--- config.mk ---
export PLATFORM = sky130hd
export DESIGN_NAME = gci_slot_port
export DESIGN_NICKNAME = d
export VERILOG_FILES = /design/src/rtl/gci_pkg.sv /design/src/rtl/gci_strap_latch.sv /design/src/rtl/gci_frame_timer.sv /design/src/rtl/gci_slot_shifter.sv /design/src/rtl/gci_slot_port.sv
export SDC_FILE = /design/constraint.sdc
export NUM_CORES = 1
export LEC_CHECK = 0
export ABC_AREA = 1
export BUFFER_PORTS_ARGS = -buffer_cell sky130_fd_sc_hd__buf_2
export CAP_MARGIN = 20
export CORE_ASPECT_RATIO = 0.8
export CORE_MARGIN = 3
export CORE_UTILIZATION = 40
export CTS_CLUSTER_SIZE = 8
export DETAILED_ROUTE_END_ITERATION = 16
export GPL_TIMING_DRIVEN = 0
export PLACE_DENSITY_LB_ADDON = 0.15
export SLEW_MARGIN = 40
export SYNTH_ARGS = -nofsm -noshare
export SYNTH_HDL_FRONTEND = slang
export SYNTH_HIERARCHICAL = 1
export SYNTH_SLANG_ARGS = --single-unit
--- constraint.sdc ---
create_clock -name clk_i -period 2.02 [get_ports clk_i]
set_clock_uncertainty 0.1 [all_clocks]
set_input_delay 0.202 -clock clk_i [delete_from_list [all_inputs] [get_ports clk_i]]
set_output_delay 0.202 -clock clk_i [all_outputs]
set_load 0.005 [all_outputs]
--- src/rtl/gci_pkg.sv ---
package gci_pkg;
  typedef enum logic {
    RATE_1X = 1'b0,
    RATE_2X = 1'b1
  } rate_e;

  // one subframe word, MSB first on the line
  typedef struct packed {
    logic [7:0] b1;
    logic [7:0] b2;
    logic [7:0] mon;
    logic [5:0] ci;
    logic [1:0] hs;
  } sub_word_t;
endpackage

--- src/rtl/gci_strap_latch.sv ---
module gci_strap_latch
  import gci_pkg::*;
#(
  parameter int unsigned SLOT_W = 3
) (
  input  logic              clk_i,
  input  logic              rst_ni,
  input  logic              mode_i,
  input  logic              rate_i,
  input  logic [SLOT_W-1:0] sel_i,
  output logic              armed_o,
  output logic              en_o,
  output rate_e             rate_o,
  output logic [SLOT_W-1:0] slot_o
);
  // capture once on the first edge out of reset
  always_ff @(posedge clk_i or negedge rst_ni) begin
    if (!rst_ni) begin
      armed_o <= 1'b0;
      en_o    <= 1'b0;
      rate_o  <= RATE_1X;
      slot_o  <= '0;
    end else if (!armed_o) begin
      armed_o <= 1'b1;
      en_o    <= ~mode_i;
      rate_o  <= rate_e'(rate_i);
      slot_o  <= ~sel_i;
    end
  end
endmodule

--- src/rtl/gci_frame_timer.sv ---
module gci_frame_timer
  import gci_pkg::*;
#(
  parameter int unsigned FRAME_BITS = 256,
  parameter int unsigned CNT_W      = 8
) (
  input  logic             clk_i,
  input  logic             rst_ni,
  input  logic             armed_i,
  input  logic             en_i,
  input  rate_e            rate_i,
  input  logic             fsync_i,
  output logic             frame_start_o,
  output logic             bit_end_o,
  output logic             synced_o,
  output logic [CNT_W-1:0] bit_o
);
  logic fsync_q;
  logic phase_q;

  assign frame_start_o = armed_i && en_i && fsync_i && !fsync_q;
  assign bit_end_o     = (rate_i == RATE_1X) || phase_q;

  always_ff @(posedge clk_i or negedge rst_ni) begin
    if (!rst_ni) begin
      fsync_q  <= 1'b0;
      phase_q  <= 1'b0;
      synced_o <= 1'b0;
      bit_o    <= '0;
    end else begin
      fsync_q <= fsync_i;
      if (frame_start_o) begin
        bit_o    <= '0;
        phase_q  <= 1'b0;
        synced_o <= 1'b1;
      end else if (synced_o) begin
        if (bit_end_o) begin
          phase_q <= 1'b0;
          bit_o   <= (bit_o == CNT_W'(FRAME_BITS - 1)) ? '0 : bit_o + 1'b1;
        end else begin
          phase_q <= 1'b1;
        end
      end
    end
  end
endmodule

--- src/rtl/gci_slot_shifter.sv ---
module gci_slot_shifter #(
  parameter int unsigned SLOT_W     = 3,
  parameter int unsigned SUB_BITS   = 32,
  parameter int unsigned POS_W      = 5,
  parameter int unsigned FRAME_BITS = 256,
  parameter int unsigned CNT_W      = 8
) (
  input  logic                clk_i,
  input  logic                rst_ni,
  input  logic                synced_i,
  input  logic                frame_start_i,
  input  logic                bit_end_i,
  input  logic [CNT_W-1:0]    bit_i,
  input  logic [SLOT_W-1:0]   slot_i,
  input  logic [SUB_BITS-1:0] tx_word_i,
  input  logic                drx_i,
  output logic                dtx_o,
  output logic                oe_o,
  output logic [SUB_BITS-1:0] rx_word_o,
  output logic                rx_valid_o
);
  logic [SUB_BITS-1:0] tx_sh_q;
  logic [SUB_BITS-1:0] rx_sh_q;
  logic [CNT_W-1:0]    bit_next;
  logic [CNT_W-1:0]    slot_base;
  logic                in_slot;
  logic                last_bit;
  logic                load;
  logic                step;

  assign bit_next  = (bit_i == CNT_W'(FRAME_BITS - 1)) ? '0 : bit_i + 1'b1;
  assign slot_base = CNT_W'(slot_i) << POS_W;
  assign in_slot   = synced_i && ((bit_i >> POS_W) == CNT_W'(slot_i));
  assign last_bit  = (bit_i[POS_W-1:0] == '1);
  assign load      = frame_start_i ? (slot_i == '0)
                                   : (synced_i && bit_end_i && (bit_next == slot_base));
  // a sync edge preempts any shift or capture in the current bit
  assign step      = in_slot && bit_end_i && !frame_start_i;

  assign oe_o  = in_slot;
  assign dtx_o = in_slot ? tx_sh_q[SUB_BITS-1] : 1'b1;

  always_ff @(posedge clk_i or negedge rst_ni) begin
    if (!rst_ni) begin
      tx_sh_q    <= '0;
      rx_sh_q    <= '0;
      rx_word_o  <= '0;
      rx_valid_o <= 1'b0;
    end else begin
      rx_valid_o <= 1'b0;
      if (load)      tx_sh_q <= tx_word_i;
      else if (step) tx_sh_q <= tx_sh_q << 1;
      if (step) begin
        rx_sh_q <= {rx_sh_q[SUB_BITS-2:0], drx_i};
        if (last_bit) begin
          rx_word_o  <= {rx_sh_q[SUB_BITS-2:0], drx_i};
          rx_valid_o <= 1'b1;
        end
      end
    end
  end
endmodule

--- src/rtl/gci_slot_port.sv ---
module gci_slot_port
  import gci_pkg::*;
#(
  parameter int unsigned NUM_SUB = 8,
  localparam int unsigned SLOT_W = $clog2(NUM_SUB)
) (
  input  logic              clk_i,
  input  logic              rst_ni,
  input  logic              strap_mode_i,
  input  logic              strap_rate_i,
  input  logic [SLOT_W-1:0] strap_sel_i,
  input  logic              fsync_i,
  input  logic              drx_i,
  output logic              dtx_o,
  output logic              dtx_oe_o,
  input  logic [7:0]        tx_b1_i,
  input  logic [7:0]        tx_b2_i,
  input  logic [7:0]        tx_mon_i,
  input  logic [5:0]        tx_ci_i,
  input  logic [1:0]        tx_hs_i,
  output logic [7:0]        rx_b1_o,
  output logic [7:0]        rx_b2_o,
  output logic [7:0]        rx_mon_o,
  output logic [5:0]        rx_ci_o,
  output logic [1:0]        rx_hs_o,
  output logic              rx_valid_o
);
  localparam int unsigned SUB_BITS   = $bits(sub_word_t);
  localparam int unsigned POS_W      = $clog2(SUB_BITS);
  localparam int unsigned FRAME_BITS = NUM_SUB * SUB_BITS;
  localparam int unsigned CNT_W      = $clog2(FRAME_BITS);

  logic              armed;
  logic              port_en;
  rate_e             rate;
  logic [SLOT_W-1:0] slot;
  logic              frame_start;
  logic              bit_end;
  logic              synced;
  logic [CNT_W-1:0]  bit_cnt;
  sub_word_t         tx_word;
  sub_word_t         rx_word;

  assign tx_word = '{b1: tx_b1_i, b2: tx_b2_i, mon: tx_mon_i, ci: tx_ci_i, hs: tx_hs_i};
  assign rx_b1_o  = rx_word.b1;
  assign rx_b2_o  = rx_word.b2;
  assign rx_mon_o = rx_word.mon;
  assign rx_ci_o  = rx_word.ci;
  assign rx_hs_o  = rx_word.hs;

  gci_strap_latch #(.SLOT_W(SLOT_W)) u_strap (
    .clk_i  (clk_i),
    .rst_ni (rst_ni),
    .mode_i (strap_mode_i),
    .rate_i (strap_rate_i),
    .sel_i  (strap_sel_i),
    .armed_o(armed),
    .en_o   (port_en),
    .rate_o (rate),
    .slot_o (slot)
  );

  gci_frame_timer #(.FRAME_BITS(FRAME_BITS), .CNT_W(CNT_W)) u_timer (
    .clk_i        (clk_i),
    .rst_ni       (rst_ni),
    .armed_i      (armed),
    .en_i         (port_en),
    .rate_i       (rate),
    .fsync_i      (fsync_i),
    .frame_start_o(frame_start),
    .bit_end_o    (bit_end),
    .synced_o     (synced),
    .bit_o        (bit_cnt)
  );

  gci_slot_shifter #(
    .SLOT_W    (SLOT_W),
    .SUB_BITS  (SUB_BITS),
    .POS_W     (POS_W),
    .FRAME_BITS(FRAME_BITS),
    .CNT_W     (CNT_W)
  ) u_shift (
    .clk_i        (clk_i),
    .rst_ni       (rst_ni),
    .synced_i     (synced),
    .frame_start_i(frame_start),
    .bit_end_i    (bit_end),
    .bit_i        (bit_cnt),
    .slot_i       (slot),
    .tx_word_i    (tx_word),
    .drx_i        (drx_i),
    .dtx_o        (dtx_o),
    .oe_o         (dtx_oe_o),
    .rx_word_o    (rx_word),
    .rx_valid_o   (rx_valid_o)
  );
endmodule

==> flow_summary_export.csv <==
group,metric,value,unit
run_status,status,"complete, but fails checks",
run_status,violations,"negative setup slack",
routing,drt-wirelength-per-cell,13.7,um
critical_path,required,2.20,ns
routing,drc_errors,0,
routing,wl_met2,6580,um
synthesis,synth_top_area_share,52.5,%
power,p_switching,0.00224,W
critical_path,critPathLaunch,"u_strap/en_o",
critical_path,cp-endpoint,"u_shift/tx_sh_q[9]",
routing,highest_layer,"met4",
critical_path,crit_type,"flop to flop",
routing,wirelength,13900,um
synthesis,synth_compound_gate_area_share,7.48,%
finish,fin_nets,876,
die,io_pins,76,
clock_tree,cts.sinks,113,
place,hpwl,8580,um
timing,fmax,493,MHz
timing,slew_headroom,65.0,%
place,place_congestion,0.873,
synthesis,synth_top_family_by_area,"simple AND/OR/NAND/NOR gates",
power,swShare,29.3,%
grt,grt_pass1_wl,22400,um
finish,fillers,1146,
synthesis,synth_top_cell_by_area,"dfrtp_1",
synthesis,synthXorXnorAreaFrac,0,%
synthesis,netlist_top_cells_area,"dfrtp_1 (53%), nand2_1 (15%), nand3_1 (6.7%)",
routing,firstDrtPassIters,4,
grt,antenna_found_initial,0,
clock_tree,cts_tree,"done",
die,initial_core_util,41.4,%
power,combinationalPowerShare,20.4,%
die,row_count,37,
synthesis,ys_seq_area_share,52.5,%
grt,track_usage,18.8,%
synthesis,synth_cells,678,
place,portBuffers,75,
timing,period_minus_slack,2.03,ns
routing,vias_per_cell,4.93,
timing,setup_ws,-0.0103,ns
synthesis,synth_seq_cells,113,
grt,grt_max_degree,60,
synthesis,ys.warnings.count,6,
synthesis,yosys.area_share.simple,29.5,%
critical_path,cp_max_fo,8,
synthesis,netlist_area,5380,um^2
timing,hold_viol_final,0,
power,p_per_area,1010,nW/um^2
finish,area_growth,40.3,%
synthesis,synth-edff-count,0,
clock_tree,cts_root_buffer,"clkbuf_16",
critical_path,r2r.worst_path.cells,17,
clock_tree,worstSkewPairLatency,0.40,ns
min_path,min_path_type,"input pin to flop",
critical_path,crit_path_end_kind,"flop",
finish,regArea,2840,um^2
routing,ant_nets,0,
routing,vias,5032,
power,power.leakage,3.93,nW
timing,tightest_slew,0.525,ns
power,seq_power_share,39.1,%
critical_path,start_kind,"flop",
grt,overflow,0,
finish,num_antenna_cells,0,
clock_tree,h-tree-depth,4,
synthesis,synth-main-ff-cell,"dfrtp_1",
timing,tns,-0.0103,ns
critical_path,reg2reg_slack,-0.01,ns
synthesis,mappedNetlistNets,721,
clock_tree,clk_pin_slew,0.06,ns
routing,wl_met1,6450,um
finish,multi_input_area,2250,um^2
timing,drv_slew,0,
routing,wl_met3,748,um
die,core,13000,um^2
timing,rsz0062_at_grt,"true",
synthesis,ys_types,27,
die,die_width,136,um
routing,drt_iter0_markers,377,
timing,finalCritPeriodShare,101,%
grt,grt_pass1_vias,4763,
clock_tree,numCtsBuffers,17,
place,pre_cts_ws,-0.145,ns
critical_path,r2r-start,"u_strap/en_o",
finish,final_layout_size_suffix_gt1_share,28.5,%
synthesis,async_flop_share,100,%
power,p_int,0.00541,W
synthesis,synth_mux_area_share,0,%
timing,whs,0.0250,ns
synthesis,synthAdderAreaFrac,0.465,%
timing,setup_violations,1,
clock_tree,clk_path_buf_depth,2,
power,clkPwrFrac,40.5,%
synthesis,postSynthAreaPerCell,7.94,um^2
critical_path,cp_data_arrival_time,2.21,ns
flow_run,max-cap-violations,0,
power,vdd_drop_max,0.679,mV
critical_path,r2r-end,"u_shift/tx_sh_q[9]",
die,die_h,110,um
die,die_area,14900,um^2
## state kept, by name, indices dropped and copies added (netlist names)
register,flops
u_shift/rx_word_o,32
u_shift/tx_sh_q,32
u_shift/rx_sh_q,31
u_timer/bit_o,8
u_strap/slot_o,3
u_shift/rx_valid_o,1
u_strap/armed_o,1
u_strap/en_o,1
u_strap/rate_o,1
u_timer/fsync_q,1
u_timer/phase_q,1
u_timer/synced_o,1
## cells by family after synthesis
family | Yosys count
AOI/OAI and AO/OA | 78
adders and majority gates | 2
buffers and inverters | 128
DFF | 113
other | 1
and+or+nand+nor | 356
## per-stage QoR
stage	std cells	area [um^2]	utilization, %	power [W]
2_1_floorplan	678	5380	-	0.00385
3_3_place_gp	928	5980	46.0	0.00420
3_5_place_dp	929	6020	46.2	0.00426
4_1_cts	1009	7160	55.0	0.00757
5_1_grt	1021	7550	58.1	0.00812
6_report	1021	7550	58.1	0.00766
## cell usage after synthesis (3+ instances only)
cell / count
nand2_1: 216
dfrtp_1: 113
inv_1: 84
nand3_1: 72
o21ai_0: 44
nand4_1: 36
o21ai_1: 25
clkbuf_1: 19
nor2_1: 14
buf_2: 13
nand2_2: 8
a21oi_1: 5
inv_2: 5
nand2_4: 3
## timing repair
action	in CTS	in global routing
endpoints found under the hold margin	96	0
gates cloned	2	4
setup buffers	8	8
resized for setup	27	93
hold buffers	38	0
endpoints found under the setup margin	97	89
pin swaps	4	11
## layout by cell type (no fill, tap or decap), drive strengths merged
cell type and instances:
a21oi 6, buf 118, bufinv 3, clkbuf 38, clkinv 5, clkinvlp 2, conb 1, dfrtp 113
dlygate4sd3 38, ha 2, inv 91, nand2 228, nand3 73, nand4 36, nor2 18, o21ai 71
o22ai 1, or2 2
## area by class of cell
class                      instances  area share (%)
buffer                            38            3.60
clock buffer                      21            6.23
clock inverter                    11            2.04
inverter                          90            4.54
multi-input combinational        438            29.8
sequential                       113            37.6
tap                              175            2.90
timing repair buffer             135            13.4
## power by group through the flow
stage                     clock network, W  registers [W]  logic, W
after global placement                   0        0.00302   0.00118
final                              0.00310        0.00299   0.00157
after CTS                          0.00317        0.00298   0.00142
after floorplan                          0        0.00295  0.000902
after global routing               0.00328        0.00304   0.00179
after detailed placement                 0        0.00303   0.00123
## how the worst min path moves through the flow
stage,start,end,slack [ns],depth (start not counted)
2_1_floorplan,rst_ni,u_shift/rx_sh_q[0],-0.19,0
3_3_place_gp,fsync_i,u_timer/fsync_q,0.23,1
3_5_place_dp,rst_ni,u_timer/bit_o[0],0.06,1
4_1_cts,tx_ci_i[0],u_shift/tx_sh_q[2],0.003,5
5_1_grt,tx_ci_i[0],u_shift/tx_sh_q[2],0.02,5
6_report,tx_ci_i[0],u_shift/tx_sh_q[2],0.02,5
## layer usage
metal	track usage, %	vias to the layer above
met5	0	-
met4	6.04	0
met3	4.85	19
met2	29.8	148
met1	25.5	2380
li1	-	2485
## critical path, cell delays in order, from the launching register on
cell and delay, ns:
dfrtp_1 0.38, nand2_1 0.08, inv_2 0.04, nand2_4 0.07, inv_4 0.04, inv_2 0.06, nand2_4 0.04, nor2_2 0.09
nand2_1 0.06, a21oi_2 0.11, nand2_1 0.11, nor2_4 0.16, nand2_4 0.09, nand2_8 0.15, buf_8 0.14, nand2_4 0.05
nand2_2 0.07, nand2_1 0.06
No activity file was read; power rests on OpenSTA's default activity.
